`config.mk`:
```
export PLATFORM = sky130hd
export DESIGN_NAME = ee_entry_ctrl
export DESIGN_NICKNAME = d
export VERILOG_FILES = /design/src/rtl/ee_entry_pkg.sv /design/src/rtl/ee_class_dec.sv /design/src/rtl/ee_vec_offset.sv /design/src/rtl/ee_status_gen.sv /design/src/rtl/ee_entry_ctrl.sv
export SDC_FILE = /design/constraint.sdc
export NUM_CORES = 1
export LEC_CHECK = 0
export BUFFER_PORTS_ARGS = -buffer_cell sky130_fd_sc_hd__buf_2
export CAP_MARGIN = 5
export CORE_AREA = 2 2 297 299
export CTS_CLUSTER_DIAMETER = 50
export DETAILED_ROUTE_END_ITERATION = 12
export DIE_AREA = 0 0 299 301
export GPL_ROUTABILITY_DRIVEN = 0
export GPL_TIMING_DRIVEN = 0
export MAX_ROUTING_LAYER = met4
export PLACE_DENSITY = 0.47
export SLEW_MARGIN = 0
export SYNTH_ARGS = -nofsm -noshare
export SYNTH_HDL_FRONTEND = slang
export SYNTH_HIERARCHICAL = 1
export SYNTH_SLANG_ARGS = --single-unit
export TNS_END_PERCENT = 50
```
`constraint.sdc`:
```
create_clock -name clk_i -period 1.1 [get_ports clk_i]
set_clock_uncertainty 0.05 [all_clocks]
set_input_delay 0.22 -clock clk_i [delete_from_list [all_inputs] [get_ports clk_i]]
set_output_delay 0.22 -clock clk_i [all_outputs]
set_load 0.01 [all_outputs]
```
`src/rtl/ee_entry_pkg.sv`:
```
package ee_entry_pkg;

    typedef enum logic [1:0] {
        KIND_SYNC = 2'd0,
        KIND_IRQ  = 2'd1,
        KIND_FIQ  = 2'd2
    } vec_kind_e;

    typedef struct packed {
        logic      valid;
        logic      wr_synd;
        logic      wr_fault;
        vec_kind_e kind;
    } cls_attr_t;

    localparam logic [11:0] GRP_UP_64   = 12'h400;
    localparam logic [11:0] GRP_UP_32   = 12'h600;
    localparam logic [11:0] GRP_SAME_SP = 12'h200;
    localparam logic [11:0] GRP_SAME_0  = 12'h000;
    localparam logic [11:0] OFF_SYNC    = 12'h000;
    localparam logic [11:0] OFF_IRQ     = 12'h080;
    localparam logic [11:0] OFF_FIQ     = 12'h100;

    localparam int SYND_A32_BIT = 25;
    localparam int ST_MASK_LO   = 6;
    localparam int ST_MASK_W    = 4;
    localparam int ST_LVL_LO    = 2;

endpackage

```
`src/rtl/ee_class_dec.sv`:
```
module ee_class_dec
    import ee_entry_pkg::*;
#(
    parameter int CLS_W = 4
) (
    input  logic [CLS_W-1:0] cls_i,
    output cls_attr_t        attr_o
);
    always_comb begin
        attr_o = '{valid: 1'b0, wr_synd: 1'b0, wr_fault: 1'b0, kind: KIND_SYNC};
        case (cls_i)
            CLS_W'(0), CLS_W'(1): begin
                attr_o.valid    = 1'b1;
                attr_o.wr_synd  = 1'b1;
                attr_o.wr_fault = 1'b1;
            end
            CLS_W'(2), CLS_W'(3), CLS_W'(4), CLS_W'(5), CLS_W'(6), CLS_W'(7): begin
                attr_o.valid   = 1'b1;
                attr_o.wr_synd = 1'b1;
            end
            CLS_W'(8), CLS_W'(9): begin
                attr_o.valid = 1'b1;
                attr_o.kind  = KIND_IRQ;
            end
            CLS_W'(10), CLS_W'(11): begin
                attr_o.valid = 1'b1;
                attr_o.kind  = KIND_FIQ;
            end
            default: attr_o.valid = 1'b0;
        endcase
    end
endmodule

```
`src/rtl/ee_vec_offset.sv`:
```
module ee_vec_offset
    import ee_entry_pkg::*;
#(
    parameter int ADDR_W = 64,
    parameter int LVL_W  = 2
) (
    input  logic [LVL_W-1:0]  cur_lvl_i,
    input  logic [LVL_W-1:0]  tgt_lvl_i,
    input  logic              src64_i,
    input  logic              sp_sel_i,
    input  vec_kind_e         kind_i,
    output logic [ADDR_W-1:0] off_o
);
    logic [11:0] grp;
    logic [11:0] kof;

    always_comb begin
        if (tgt_lvl_i > cur_lvl_i) begin
            grp = src64_i ? GRP_UP_64 : GRP_UP_32;
        end else begin
            grp = sp_sel_i ? GRP_SAME_SP : GRP_SAME_0;
        end
        case (kind_i)
            KIND_IRQ: kof = OFF_IRQ;
            KIND_FIQ: kof = OFF_FIQ;
            default:  kof = OFF_SYNC;
        endcase
        off_o = ADDR_W'(grp) + ADDR_W'(kof);
    end
endmodule

```
`src/rtl/ee_status_gen.sv`:
```
module ee_status_gen
    import ee_entry_pkg::*;
#(
    parameter int STAT_W = 32,
    parameter int LVL_W  = 2
) (
    input  logic [LVL_W-1:0]  tgt_lvl_i,
    output logic [STAT_W-1:0] status_o
);
    always_comb begin
        status_o = '0;
        status_o[ST_MASK_LO +: ST_MASK_W] = '1;
        status_o[ST_LVL_LO +: LVL_W]      = tgt_lvl_i;
        status_o[0]                       = 1'b1;
    end
endmodule

```
`src/rtl/ee_entry_ctrl.sv`:
```
module ee_entry_ctrl
    import ee_entry_pkg::*;
#(
    parameter int ADDR_W  = 64,
    parameter int NUM_LVL = 4,
    parameter int SYND_W  = 32,
    parameter int STAT_W  = 32,
    parameter int CLS_W   = 4,
    localparam int LVL_W  = $clog2(NUM_LVL)
) (
    input  logic                      clk_i,
    input  logic                      rst_ni,
    input  logic                      take_i,
    input  logic [NUM_LVL*ADDR_W-1:0] vbar_i,
    input  logic [LVL_W-1:0]          cur_lvl_i,
    input  logic [LVL_W-1:0]          tgt_lvl_i,
    input  logic                      src64_i,
    input  logic                      sp_sel_i,
    input  logic                      thumb_i,
    input  logic [CLS_W-1:0]          exc_class_i,
    input  logic [SYND_W-1:0]         syndrome_i,
    input  logic [ADDR_W-1:0]         fault_addr_i,
    input  logic [ADDR_W-1:0]         pc_i,
    input  logic [STAT_W-1:0]         status_i,
    output logic                      pc_we_o,
    output logic [ADDR_W-1:0]         pc_o,
    output logic [LVL_W-1:0]          lvl_o,
    output logic                      link_we_o,
    output logic [ADDR_W-1:0]         link_o,
    output logic                      sav_we_o,
    output logic [STAT_W-1:0]         sav_o,
    output logic                      synd_we_o,
    output logic [SYND_W-1:0]         synd_o,
    output logic                      fault_we_o,
    output logic [ADDR_W-1:0]         fault_o,
    output logic [STAT_W-1:0]         status_o,
    output logic                      err_o
);
    typedef struct packed {
        logic              pc_we;
        logic [ADDR_W-1:0] pc;
        logic [LVL_W-1:0]  lvl;
        logic              link_we;
        logic [ADDR_W-1:0] link;
        logic              sav_we;
        logic [STAT_W-1:0] sav;
        logic              synd_we;
        logic [SYND_W-1:0] synd;
        logic              fault_we;
        logic [ADDR_W-1:0] fault;
        logic [STAT_W-1:0] status;
        logic              err;
    } entry_st_t;

    entry_st_t state_d, state_q;

    logic [ADDR_W-1:0] vbar_a [NUM_LVL];
    for (genvar g = 0; g < NUM_LVL; g++) begin : g_vbar
        assign vbar_a[g] = vbar_i[g*ADDR_W +: ADDR_W];
    end

    cls_attr_t         attr;
    logic [ADDR_W-1:0] vec_off;
    logic [STAT_W-1:0] new_status;

    ee_class_dec #(.CLS_W(CLS_W)) u_dec (
        .cls_i  (exc_class_i),
        .attr_o (attr)
    );

    ee_vec_offset #(.ADDR_W(ADDR_W), .LVL_W(LVL_W)) u_off (
        .cur_lvl_i (cur_lvl_i),
        .tgt_lvl_i (tgt_lvl_i),
        .src64_i   (src64_i),
        .sp_sel_i  (sp_sel_i),
        .kind_i    (attr.kind),
        .off_o     (vec_off)
    );

    ee_status_gen #(.STAT_W(STAT_W), .LVL_W(LVL_W)) u_st (
        .tgt_lvl_i (tgt_lvl_i),
        .status_o  (new_status)
    );

    always_comb begin
        state_d          = state_q;
        state_d.pc_we    = 1'b0;
        state_d.link_we  = 1'b0;
        state_d.sav_we   = 1'b0;
        state_d.synd_we  = 1'b0;
        state_d.fault_we = 1'b0;
        state_d.err      = 1'b0;
        if (take_i) begin
            if (!attr.valid) begin
                state_d.err = 1'b1;
            end else begin
                state_d.pc_we   = 1'b1;
                state_d.pc      = vbar_a[tgt_lvl_i] + vec_off;
                state_d.lvl     = tgt_lvl_i;
                state_d.link_we = 1'b1;
                state_d.link    = pc_i;
                state_d.sav_we  = 1'b1;
                state_d.sav     = status_i;
                state_d.status  = new_status;
                if (attr.wr_synd) begin
                    state_d.synd_we = 1'b1;
                    state_d.synd    = syndrome_i;
                    if (!src64_i && !thumb_i) begin
                        state_d.synd[SYND_A32_BIT] = 1'b1;
                    end
                end
                if (attr.wr_fault) begin
                    state_d.fault_we = 1'b1;
                    state_d.fault    = fault_addr_i;
                end
            end
        end
    end

    always_ff @(posedge clk_i or negedge rst_ni) begin
        if (!rst_ni) begin
            state_q <= '0;
        end else begin
            state_q <= state_d;
        end
    end

    assign pc_we_o    = state_q.pc_we;
    assign pc_o       = state_q.pc;
    assign lvl_o      = state_q.lvl;
    assign link_we_o  = state_q.link_we;
    assign link_o     = state_q.link;
    assign sav_we_o   = state_q.sav_we;
    assign sav_o      = state_q.sav;
    assign synd_we_o  = state_q.synd_we;
    assign synd_o     = state_q.synd;
    assign fault_we_o = state_q.fault_we;
    assign fault_o    = state_q.fault;
    assign status_o   = state_q.status;
    assign err_o      = state_q.err;

endmodule

```
### After elaboration in Yosys (flattened, before gate mapping)

Cells that the tools add are included.
W data, S select, Z words.

* word-level logic and storage cells: 60
* output and inout port bits: 296
* register bits: 268

* bitwise gates (word level): 1
* eq/ne operators: 13
* muxes and demuxes: 17
* add/subtract/negate cells: 2
* reductions and logical operators: 12
* magnitude comparators: 2

Operator list (number)
* $mux W296: 1
* $mux W295: 1
* $bmux W64 S2: 1
* $mux W64: 2
* $mux W65: 1
* $add A64 B64 Y64: 1
* $mux W33: 1
* $mux W10: 2
* $pmux W9 S2: 1
* $eq A4 B3 Y1 const B: 4
* $eq A4 B4 Y1 const B: 4
* $add A12 B9 Y13: 1
* $mux W12: 1
* $reduce_or A12 Y1: 1
* $eq A4 B2 Y1 const B: 2
* $reduce_or A8 Y1: 1
* $reduce_and A3 Y1: 2
* $reduce_or A2 Y1: 3
* $mux W1: 5
* $eq A4 B1 Y1 const B: 1
* $logic_not A4 Y1: 1
* $pmux W2 S2: 1
* $ge A3 B3 Y1 const B: 1
* $not A2 Y3: 1
* 6 further kinds: 7

### Logic depth before layout (Yosys ltp)

Gate-level depths: netlist of run 1.

* word-level depth: 9
* gate-level depth with buffers: 15

### Hierarchy

Netlist of run 1, hierarchy kept.

Modules (own cells, without submodules)
* ee_entry_ctrl: area each 16097.9 µm², seq. area each 7357.1 µm², instances 1, cells an instance 1619
* ee_vec_offset: area each 530.5 µm², seq. area each 0.0 µm², instances 1, cells an instance 72
* ee_status_gen: area each 247.7 µm², seq. area each 0.0 µm², instances 1, cells an instance 34
* ee_class_dec: area each 33.8 µm², seq. area each 0.0 µm², instances 1, cells an instance 5

### Worst setup path before layout of run 1

OpenSTA, ideal clock, no wires.

* kind: input port to flip-flop
* start: input tgt_lvl_i[0]
* end: register state_q (netlist bit pc_o[58])
* data arrival time: 3.855 ns
* buffers on the path: 2
* cell stages on the path: 13
* path slack: -2.887 ns
* library setup time: 0.082 ns
* cell sequence: buf_1 > buf_1 > mux4_2 > ha_1 > a21o_1 > a211o_1 > o21ai_1 > nand3_1 > o211ai_1 > nor3b_2 > o21bai_1 > a21o_1 > a31oi_1

* cells in the longest elaborated chain, start to end: 5

RTL lines
* from (decl): RTL line ee_entry_ctrl.sv:16 `input logic [LVL_W-1:0] tgt_lvl_i,`
* parallel branches: the longest is 4 deep, another holds $add A12 B9 Y13
* $add A64 B64 Y64 *: RTL line ee_entry_ctrl.sv:98 `state_d.pc = vbar_a[tgt_lvl_i] + vec_off;`
* to (signal assigned): RTL line ee_entry_ctrl.sv:124 `state_q <= state_d;`
* to (decl): RTL line ee_entry_ctrl.sv:55 `entry_st_t state_d, state_q;`

Every way passes the cells marked *. The select of a mux whose other input is x is not followed.
A chain may end at the register's enable or synchronous reset.

### Worst setup path in the final report of run 1

* start: input tgt_lvl_i[0]
* end: register state_q (netlist bit pc_o[62])

The elaborated chain is that of the path after synthesis.

==> impl_metrics.tcl, run 1 <==
set metrics [dict create \
    cp_max_fo 8 \
    die_height_um 301 \
    final_cell_count_no_fill 4205 \
    final_hold_viol_count 93 \
    core_mm2 0.0865 \
    ys.warnings.count 6 \
    synth_seq_area_share 0.435 \
    drive_above_1_share 0.484 \
    synth_edf_count 0 \
    utilization 0.351 \
    nFillCells 8766 \
    vias_per_cell 4.13 \
    placedInstanceArea_mm2 0.0233 \
    yosysTopAreaCell "dfrtp_1" \
    grt_pass1_wl_um 107000 \
    grt_pass1_vias 17600 \
    totalNegativeSetupSlack_ns -178.16 \
    dpl.cell_count 3730 \
    cp_data_required_time_ns 1.49 \
    hold_path_class "in -> async" \
    antenna_left 0 \
    first_pass_iters 5 \
    violations "negative hold slack, negative setup slack" \
    grt_usage 0.160 \
    slew_violations 0 \
    htree_num_levels 2 \
    criticalPathCategory "in -> reg" \
    antenna_found_initial 4 \
    die_w_um 299 \
    setup_ws_ns -2.08 \
    finalCriticalPeriod_ns 3.18 \
    worst_ep_arrival_time_ns 3.57 \
    yosysMostFrequentCell "nand2_1" \
    post-route-drc-count 0 \
    clk_latency_ns 0.57 \
    syn_to_final_growth_pct 79.6 \
    ir_worst_vdd_v 0.00110 \
    yosysUniqueCellTypes 70 \
    clock_sinks 294 \
    root_buffer "clkbuf_16" \
    fin_area_mm2 0.0304 \
    power.density_cell_area_mw_per_mm2 1580 \
    grt_overflow_total 0 \
    syn_avg_cell_area_um2 9.77 \
    drt-total-wl_um 74200 \
    fin_crit_sh 2.89 \
    cts_buffers 52 \
    portBuffers 756 \
    synth_commonest_cells "nand2_1, dfrtp_1, mux2_2, buf_4, o21ai_0" \
    cp-start-kind "input port" \
    ctsLongestPathBuffers 3 \
    ys_top_cells_by_area "dfrtp_1, nand2_1, mux4_2, mux2_2, ha_1" \
    setup-violations-final 403 \
    rsz0062_at_grt "yes" \
    synth_ff_type "dfrtp_1" \
    ioPinCount 758 \
    worst_pin_slew_ns 0.852 \
    fmax_mhz 315 \
    dieArea_mm2 0.0900 \
    finalNetCount 3537 \
    yosysTopAreaCellShare 0.435 \
    place_ws_ns -3.83 \
    via_count 17400 \
    leakagePower_nw 15.3 \
    dp_hpwl_um 55600 \
    finalPower_mw 48.0 \
    grt_max_degree 113 \
    synth_area_mm2 0.0169 \
    syn_inst 1730 \
    initial_core_util 0.196 \
    max_slew_margin 0.432 \
    drt_iter0_drc 819 \
    synth_seq_cells 294 \
    cp-end-kind "flop" \
    async_reset_ff_frac 1.00 \
    clkSlewWorstSetupHoldPaths_ns 0.05 \
    cts_hold_buffers 197 \
    rows 108 \
    cap_violations 0 \
    outcome "finished, violations left" \
    avgRoutedWirePerCell_um 17.6 \
    whs_ns -0.367 \
    cts_tree "yes" \
]
critical path: stages:
cell	delay, ns
buf_12	0.11
buf_16	0.13
buf_12	0.13
buf_4	0.15
mux4_2	0.33
ha_1	0.12
buf_4	0.15
nand2_1	0.10
nor3_4	0.24
nand2_2	0.11
nor4_4	0.37
o211ai_1	0.31
nor3b_4	0.26
buf_12	0.13
o31ai_4	0.33
a21oi_2	0.08
a311o_1	0.27
registers in the layout, indices dropped and copies added, names as in the netlist:
name        flops
err_o           1
fault_o        64
fault_we_o      1
link_o         64
link_we_o       1
lvl_o           2
pc_o           64
sav_o          32
status_o       32
synd_o         32
synd_we_o       1
final timing paths:
check / cells after the start / slack [ns] / startpoint / to
worst max-delay path: 17 / -2.08 / tgt_lvl_i[0] / pc_o[62]
worst min-delay path: 1 / -0.37 / rst_ni / sav_o[29]
worst max register to register: 3 / 0.05 / fault_o[60] / fault_o[60]
worst min register to register: 2 / 0.42 / link_o[0] / link_o[0]
max in group asynchronous: 2 / 0.19 / rst_ni / pc_o[23]
min in group clk_i: 5 / 0.04 / tgt_lvl_i[0] / status_o[2]
routing by layer:
layer / vias to the layer above / track usage / routed length (um)
li1: 8399 / - / -
met1: 8195 / 0.176 / 29300
met2: 599 / 0.273 / 36700
met3: 159 / 0.0447 / 5220
met4: 0 / 0.0636 / 2970
met5: - / - / 0
cells by family after synthesis:
family	count (synthesis)	synth area share
AOI/OAI and AO/OA	283	0.106
DFF	294	0.435
and+or+nand+nor	648	0.159
other	3	0.000666
xor gates and xnor gates	59	0.0306
muxes	162	0.150
buffers and inverters	215	0.0691
adders and majority gates	66	0.0493
what timing repair did:
item / in CTS / in global routing
endpoints found under the setup margin: 493 / 523
resized for setup: 298 / 136
cloned: 2 / 0
pin swaps: 63 / 30
hold endpoints to repair: 287 / 93
setup buffers: 97 / 90
power by group:
group	internal [mW]	switching (mW)	total [mW]
logic	8.99	8.17	17.2
clock network	10.7	5.99	16.7
registers	12.9	1.27	14.1
total	32.5	15.4	48.0
cell type report:
class                           instances  area, um^2  share of cell area
Antenna cell                            3        7.51            0.000247
Buffer                                180        1510              0.0498
Clock buffer                           63        1390              0.0459
Clock inverter                         29         394              0.0130
Inverter                               32         128             0.00420
Multi-Input combinational cell       1308        9900               0.326
Sequential cell                       294        7360               0.242
Tap cell                             1155        1450              0.0476
Timing Repair Buffer                 1141        8230               0.271
layout by cell type (no fill, tap or decap), drive strengths merged, types with 38 or more instances in the layout:
| cell type | instances |
|---|---|
| a21oi | 80 |
| buf | 1060 |
| clkbuf | 127 |
| conb | 90 |
| dfrtp | 294 |
| dlygate4sd3 | 197 |
| ha | 65 |
| inv | 38 |
| mux2 | 97 |
| mux4 | 64 |
| nand2 | 512 |
| nor2 | 38 |
| o21ai | 94 |
Power figures use the tool's default switching activity.
==> run 2, diff against run 1 <==
ABC_AREA = 1   (was default)
CORE_AREA = 2 2 298 300   (was 2 2 297 299)
DIE_AREA = 0 0 300 302   (was 0 0 299 301)
PLACE_DENSITY = 0.49   (was 0.47)
REMOVE_ABC_BUFFERS = 1   (was default)
==> impl_metrics.tcl, run 2 <==
set metrics [dict create \
    syn_avg_cell_area_um2 6.53 \
    power.density_cell_area_mw_per_mm2 1450 \
    dieArea_mm2 0.0906 \
    portBuffers 756 \
    via_count 22500 \
    layout.cells.most_common_list "nand2_1, buf_2, dfrtp_1, inv_1, dlygate4sd3_1" \
    grt_overflow_total 0 \
    post-route-drc-count 0 \
    fmax_mhz 466 \
    htree_num_levels 2 \
    finalCriticalPeriod_ns 2.15 \
    whs_ns -0.394 \
    syn_to_final_growth_pct 74.3 \
    synth_area_mm2 0.0192 \
    ioPinCount 758 \
    grt_max_degree 105 \
    avgRoutedWirePerCell_um 17.9 \
    r2r-end "pc_o[7]" \
    die_w_um 300 \
    switchingPower_mw 17.1 \
    synth_seq_cells 294 \
    rows 109 \
    setup-violations-final 456 \
    initial_core_util 0.219 \
    criticalPathCategory "in -> reg" \
    yosysTopAreaCellShare 0.383 \
    grt_pass1_vias 22100 \
    ir_worst_vdd_v 0.00130 \
    cp_max_fo 5 \
    cts_tree "yes" \
    r2r_slack_ns 0.39 \
    cp_data_required_time_ns 1.52 \
    grt_usage 0.201 \
    seq_power_share 0.279 \
    cp-start-kind "input port" \
    final_common_cell "nand2_1" \
    clock_sinks 294 \
    grt_pass1_wl_um 134000 \
    clockPowerShare 0.356 \
    violations "negative hold slack, negative setup slack" \
    finalPower_mw 48.6 \
    yosysUniqueCellTypes 34 \
    leakagePower_nw 18.1 \
    first_pass_iters 5 \
    synth_commonest_cells "nand2_1, inv_1, dfrtp_1, nor2_1, o21ai_0" \
    place_ws_ns -3.35 \
    dp_hpwl_um 60600 \
    dpl.cell_count 4762 \
    totalNegativeSetupSlack_ns -153.92 \
    worstRegToRegCells 2 \
    slew_violations 0 \
    final_cell_count_no_fill 5240 \
    worst_pin_slew_ns 0.864 \
    antenna_found_initial 3 \
    synth_edf_count 0 \
    nFillCells 9077 \
    rsz0062_at_grt "yes" \
    synth_ff_type "dfrtp_1" \
    worst_ep_arrival_time_ns 2.56 \
    ctsLongestPathBuffers 3 \
    utilization 0.382 \
    syn_inst 2941 \
    cap_violations 0 \
    core_mm2 0.0876 \
    synth_seq_area_share 0.383 \
    ys_top_cells_by_area "dfrtp_1, nand2_1, inv_1, nor2_1, ha_1" \
    comb_power_share 0.365 \
    ys.warnings.count 6 \
    outcome "finished, violations left" \
    final_hold_viol_count 91 \
    drive_above_1_share 0.394 \
    fin_area_mm2 0.0335 \
    antenna_left 0 \
    internal_power_mw 31.5 \
    cts_buffers 49 \
    fin_crit_sh 1.95 \
    r2r-start "pc_o[7]" \
    yosysMostFrequentCell "nand2_1" \
    max_slew_margin 0.424 \
    finalNetCount 4561 \
    drt-total-wl_um 93900 \
    drt_iter0_drc 1367 \
    die_height_um 302 \
    cp-end-kind "flop" \
    root_buffer "clkbuf_16" \
    crit_path_start "tgt_lvl_i[0]" \
    p_sw_frac 0.353 \
    worstSetupEndpoint "pc_o[53]" \
    clk_latency_ns 0.58 \
    cts_hold_buffers 197 \
    setup_ws_ns -1.05 \
    vias_per_cell 4.30 \
    clkSlewWorstSetupHoldPaths_ns 0.05 \
    yosysTopAreaCell "dfrtp_1" \
    placedInstanceArea_mm2 0.0240 \
    async_reset_ff_frac 1.00 \
    hold_path_class "in -> async" \
]
-- run 2: cell types whose count changed after synthesis, moves of 17 or more --
cell / change
nand2_1: +847
inv_1: +282
nor2_1: +187
mux2_2: -97
nand3_1: +70
o21ai_0: +67
mux4_2: -64
o22ai_1: +63
a21oi_1: -39
a21o_1: -28
buf_2: +27
xor2_1: -26
nor2_2: +18
nand4_1: -17
-- run 2: worst min path at each step --
stage	slack, ns	depth (start not counted)	end
2_1_floorplan	-0.13	0	err_o
3_3_place_gp	0.36	3	synd_o[4]
3_5_place_dp	0.28	1	pc_o[34]
6_report	-0.39	1	pc_o[34]
4_1_cts	-0.38	1	pc_o[34]
5_1_grt	-0.34	1	pc_o[34]
-- run 2: power groups by stage --
stage / registers, mW / logic (mW) / clock network (mW)
final: 13.6 / 17.7 / 17.3
after global routing: 13.8 / 19.3 / 18.3
after CTS: 13.5 / 16.1 / 17.8
after detailed placement: 13.7 / 12.0 / 0
after global placement: 13.7 / 12.0 / 0
after floorplan: 14.6 / 5.67 / 0
-- run 2: repair_timing --
action | in CTS | in global routing
gates resized for setup | 615 | 244
hold endpoints to repair | 285 | 91
cloned | 33 | 6
endpoints found under the setup margin | 562 | 497
pin swaps | 141 | 113
buffers inserted | 117 | 36
-- run 2: kinds of logic (layout without fill, tap and decap cells) --
kind of cell	after synthesis	in the layout	share of synthesized area
AOI/OAI and AO/OA	269	269	0.0746
xor gates and xnor gates	28	28	0.0128
and+or+nand+nor	1750	1752	0.362
other	3	92	0.000586
adders and majority gates	66	66	0.0434
buffers and inverters	531	1574	0.124
DFF	294	294	0.383
-- run 2: worst max-delay path: stages --
cell and delay (ns):
buf_16 0.09, buf_16 0.19, buf_6 0.14, inv_4 0.03
ha_4 0.14, inv_2 0.04, nand2_2 0.04, nand2_2 0.08
nand2_2 0.07, nand2_2 0.07, nand2_2 0.06, ha_4 0.32
nand2_4 0.07, inv_4 0.05, nand2_2 0.05, inv_2 0.08
nand2_2 0.05, nand2_2 0.09, buf_6 0.10, nand2_4 0.04
nand3_4 0.13, nand2_2 0.08, nand3_2 0.06, nand2_2 0.06
nand3_4 0.10, nand2_2 0.06
-- run 2: layout make-up --
type	count	area [um^2]	area share
flip-flops and latches	294	7360	0.220
clock buffers	57	1330	0.0396
repair buffers	1142	8440	0.252
multi-input cells	2205	12900	0.386
repair inverters	8	80.1	0.00239
inverters	333	1350	0.0404
clock inverters	34	529	0.0158
diodes	2	5.00	0.000149
well taps	1165	1460	0.0435
-- run 2: per-layer routing --
metal  wire length (um)  GRT usage  share of wire  up-vias
met3               5480     0.0328          0.058      169
met1              37700      0.231           0.40    10500
met2              47000      0.354           0.50      777
met5                  0          -              0        -
met4               3620     0.0675          0.039        0
li1                   -          -              -    11100
==> run 3, diff against run 2 <==
CORE_AREA = 2 2 292 294   (was 2 2 298 300)
DIE_AREA = 0 0 294 296   (was 0 0 300 302)
PLACE_DENSITY = 0.45   (was 0.49)
SYNTH_HIERARCHICAL = default   (was 1)
==> impl_metrics.tcl, run 3 <==
set metrics [dict create \
    grt_pass1_vias 17500 \
    max_slew_margin 0.613 \
    synth_commonest_cells "nand2_1, dfrtp_1, nor2_1, nand3_1, inv_1" \
    synthXorXnorAreaFrac 0.00722 \
    clkSlewWorstSetupHoldPaths_ns 0.06 \
    grt_max_degree 97 \
    htree_num_levels 2 \
    seq_power_share 0.319 \
    switchingPower_mw 12.5 \
    cts_buffers 49 \
    fin_crit_sh 2.18 \
    synth_edf_count 0 \
    clockPowerShare 0.407 \
    synth_top_family_by_area "simple AND/OR/NAND/NOR gates" \
    finalNetCount 3673 \
    antenna_found_initial 6 \
    dieArea_mm2 0.0870 \
    cp_max_fo 4 \
    yosysUniqueCellTypes 33 \
    vias_per_cell 4.17 \
    nFillCells 9052 \
    cts_tree "yes" \
    setup-violations-final 406 \
    final_common_cell "nand2_1" \
    grt_usage 0.183 \
    synth_seq_cells 263 \
    synth-simple-area-share 0.432 \
    finalCriticalPeriod_ns 2.40 \
    drt_iter0_drc 838 \
    cp-start-kind "input port" \
    avgRoutedWirePerCell_um 19.1 \
    yosysTopAreaCell "dfrtp_1" \
    multi_input_area_mm2 0.00798 \
    grt_overflow_total 0 \
    hold_path_class "in -> async" \
    first_pass_iters 5 \
    utilization 0.315 \
    fin_area_mm2 0.0265 \
    totalNegativeSetupSlack_ns -170.00 \
    worst_pin_slew_ns 0.580 \
    cap_violations 0 \
    synth_seq_area_share 0.452 \
    r2r-end "status_o[0]" \
    worstRegToRegCells 1 \
    synth_ff_type "dfrtp_1" \
    portBuffers 731 \
    r2r_slack_ns 0.15 \
    r2r-start "status_o[0]" \
    ioPinCount 758 \
    internal_power_mw 25.0 \
    core_mm2 0.0842 \
    drt-total-wl_um 83000 \
    placedInstanceArea_mm2 0.0193 \
    cp-end-kind "flop" \
    dp_hpwl_um 53400 \
    setup_ws_ns -1.30 \
    rows 107 \
    root_buffer "clkbuf_16" \
    final_hold_viol_count 108 \
    seq_area_mm2 0.00659 \
    syn_inst 2155 \
    post-route-drc-count 0 \
    power.density_cell_area_mw_per_mm2 1420 \
    synth_fa_ha_area_frac 0.00653 \
    die_w_um 294 \
    rsz0062_at_grt "yes" \
    antenna_left 0 \
    finalPower_mw 37.5 \
    drive_above_1_share 0.372 \
    synthMuxAreaShare 0 \
    clock_sinks 263 \
    synth_area_mm2 0.0146 \
    initial_core_util 0.173 \
    cp_data_required_time_ns 1.54 \
    die_height_um 296 \
    p_sw_frac 0.334 \
    worst_ep_arrival_time_ns 2.84 \
    yosysMostFrequentCell "nand2_1" \
    ys.warnings.count 0 \
    clk_latency_ns 0.58 \
    comb_power_share 0.273 \
    grt_pass1_wl_um 114000 \
    layout.cells.most_common_list "nand2_1, buf_2, dfrtp_1, dlygate4sd3_1, nor2_1" \
    violations "negative hold slack, negative setup slack" \
    via_count 18100 \
    whs_ns -0.527 \
    ir_worst_vdd_v 0.00101 \
    fmax_mhz 417 \
    ctsLongestPathBuffers 3 \
    leakagePower_nw 13.9 \
    cts_hold_buffers 217 \
    syn_avg_cell_area_um2 6.76 \
    synth_compound_area_frac 0.0302 \
    yosysTopAreaCellShare 0.452 \
    ys_top_cells_by_area "dfrtp_1, nand2_1, nand3_1, nor2_1, buf_4" \
    outcome "finished, violations left" \
    slew_violations 0 \
    criticalPathCategory "in -> reg" \
    syn_to_final_growth_pct 81.9 \
    async_reset_ff_frac 1.00 \
]
## run 3: cell count changes after synthesis, sizes merged, moves of 49 or more
cell	change
inv	-260
o22ai	-60
buf	-49
o21ai	-111
ha	-59
nand3	+72
nand2	-162
## run 3: routing by layer
layer  GRT usage  part of all wire  vias up
met5           -                 0        -
met4      0.0493             0.033        0
met3      0.0370             0.065      127
met2       0.324              0.50      684
met1       0.211              0.40     8525
li1            -                 -     8767
## run 3: kinds of logic after synthesis
logic type | count (synthesis)
simple gates | 1588
flops | 263
buf+inv | 204
compound gates | 80
xor+xnor | 12
fa+ha+maj | 7
other cells | 1
## run 3: critical path, cell delays in order
cell	delay, ns
buf_16	0.11
buf_16	0.14
ha_4	0.28
inv_2	0.03
o21ai_2	0.13
nand2_2	0.09
buf_6	0.13
o21ai_4	0.17
ha_4	0.18
nand2_2	0.06
nor2_4	0.10
nor2_4	0.06
nor2_4	0.20
nand3_4	0.16
nor2_4	0.20
nand3_4	0.18
nor2_4	0.12
nand2_2	0.06
nand3_2	0.10
nand2_1	0.06
## run 3: what timing repair did
action	4_1_cts	5_1_grt
pin swaps	63	63
gates cloned	27	1
endpoints found under the hold margin	308	103
resized for setup	263	201
setup endpoints to repair	531	476
buffers inserted	64	55
## run 3: stage by stage
| stage | cells | setup WS, ns |
|---|---|---|
| 5_1_grt | 4336 | -1.40 |
| 6_report | 4340 | -1.30 |
| 2_1_floorplan | 2045 | -6.30 |
| 3_3_place_gp | 3866 | -13.43 |
| 4_1_cts | 4277 | -1.32 |
| 3_5_place_dp | 3882 | -3.50 |
## run 3: power by group through the flow
stage,clock (mW),combinational [mW],sequential (mW)
global placement,0,7.56,11.9
detailed placement,0,7.54,11.9
floorplan,0,2.68,12.6
finish,15.3,10.3,12.0
global route,16.3,11.2,12.1
CTS,15.8,9.40,11.9
## run 3: final cells by class
cell class | instances | area share
well taps | 1090 | 0.0515
clock buffers | 57 | 0.0497
clock inverters | 32 | 0.0124
diodes | 8 | 0.000756
multi-input cells | 1713 | 0.301
repair buffers | 1096 | 0.316
repair inverters | 11 | 0.00628
inverters | 70 | 0.0137
flip-flops and latches | 263 | 0.249
## run 3: how the worst max path moves through the flow
stage | startpoint | end | cells after the start | slack (ns)
after global routing | tgt_lvl_i[1] | pc_o[51] | 20 | -1.40
after CTS | tgt_lvl_i[1] | pc_o[51] | 20 | -1.32
final | tgt_lvl_i[1] | pc_o[51] | 20 | -1.30
after global placement | exc_class_i[3] | fault_o[18] | 7 | -13.43
after detailed placement | tgt_lvl_i[1] | pc_o[51] | 18 | -3.50
after floorplan | exc_class_i[2] | status_o[0] | 4 | -6.30
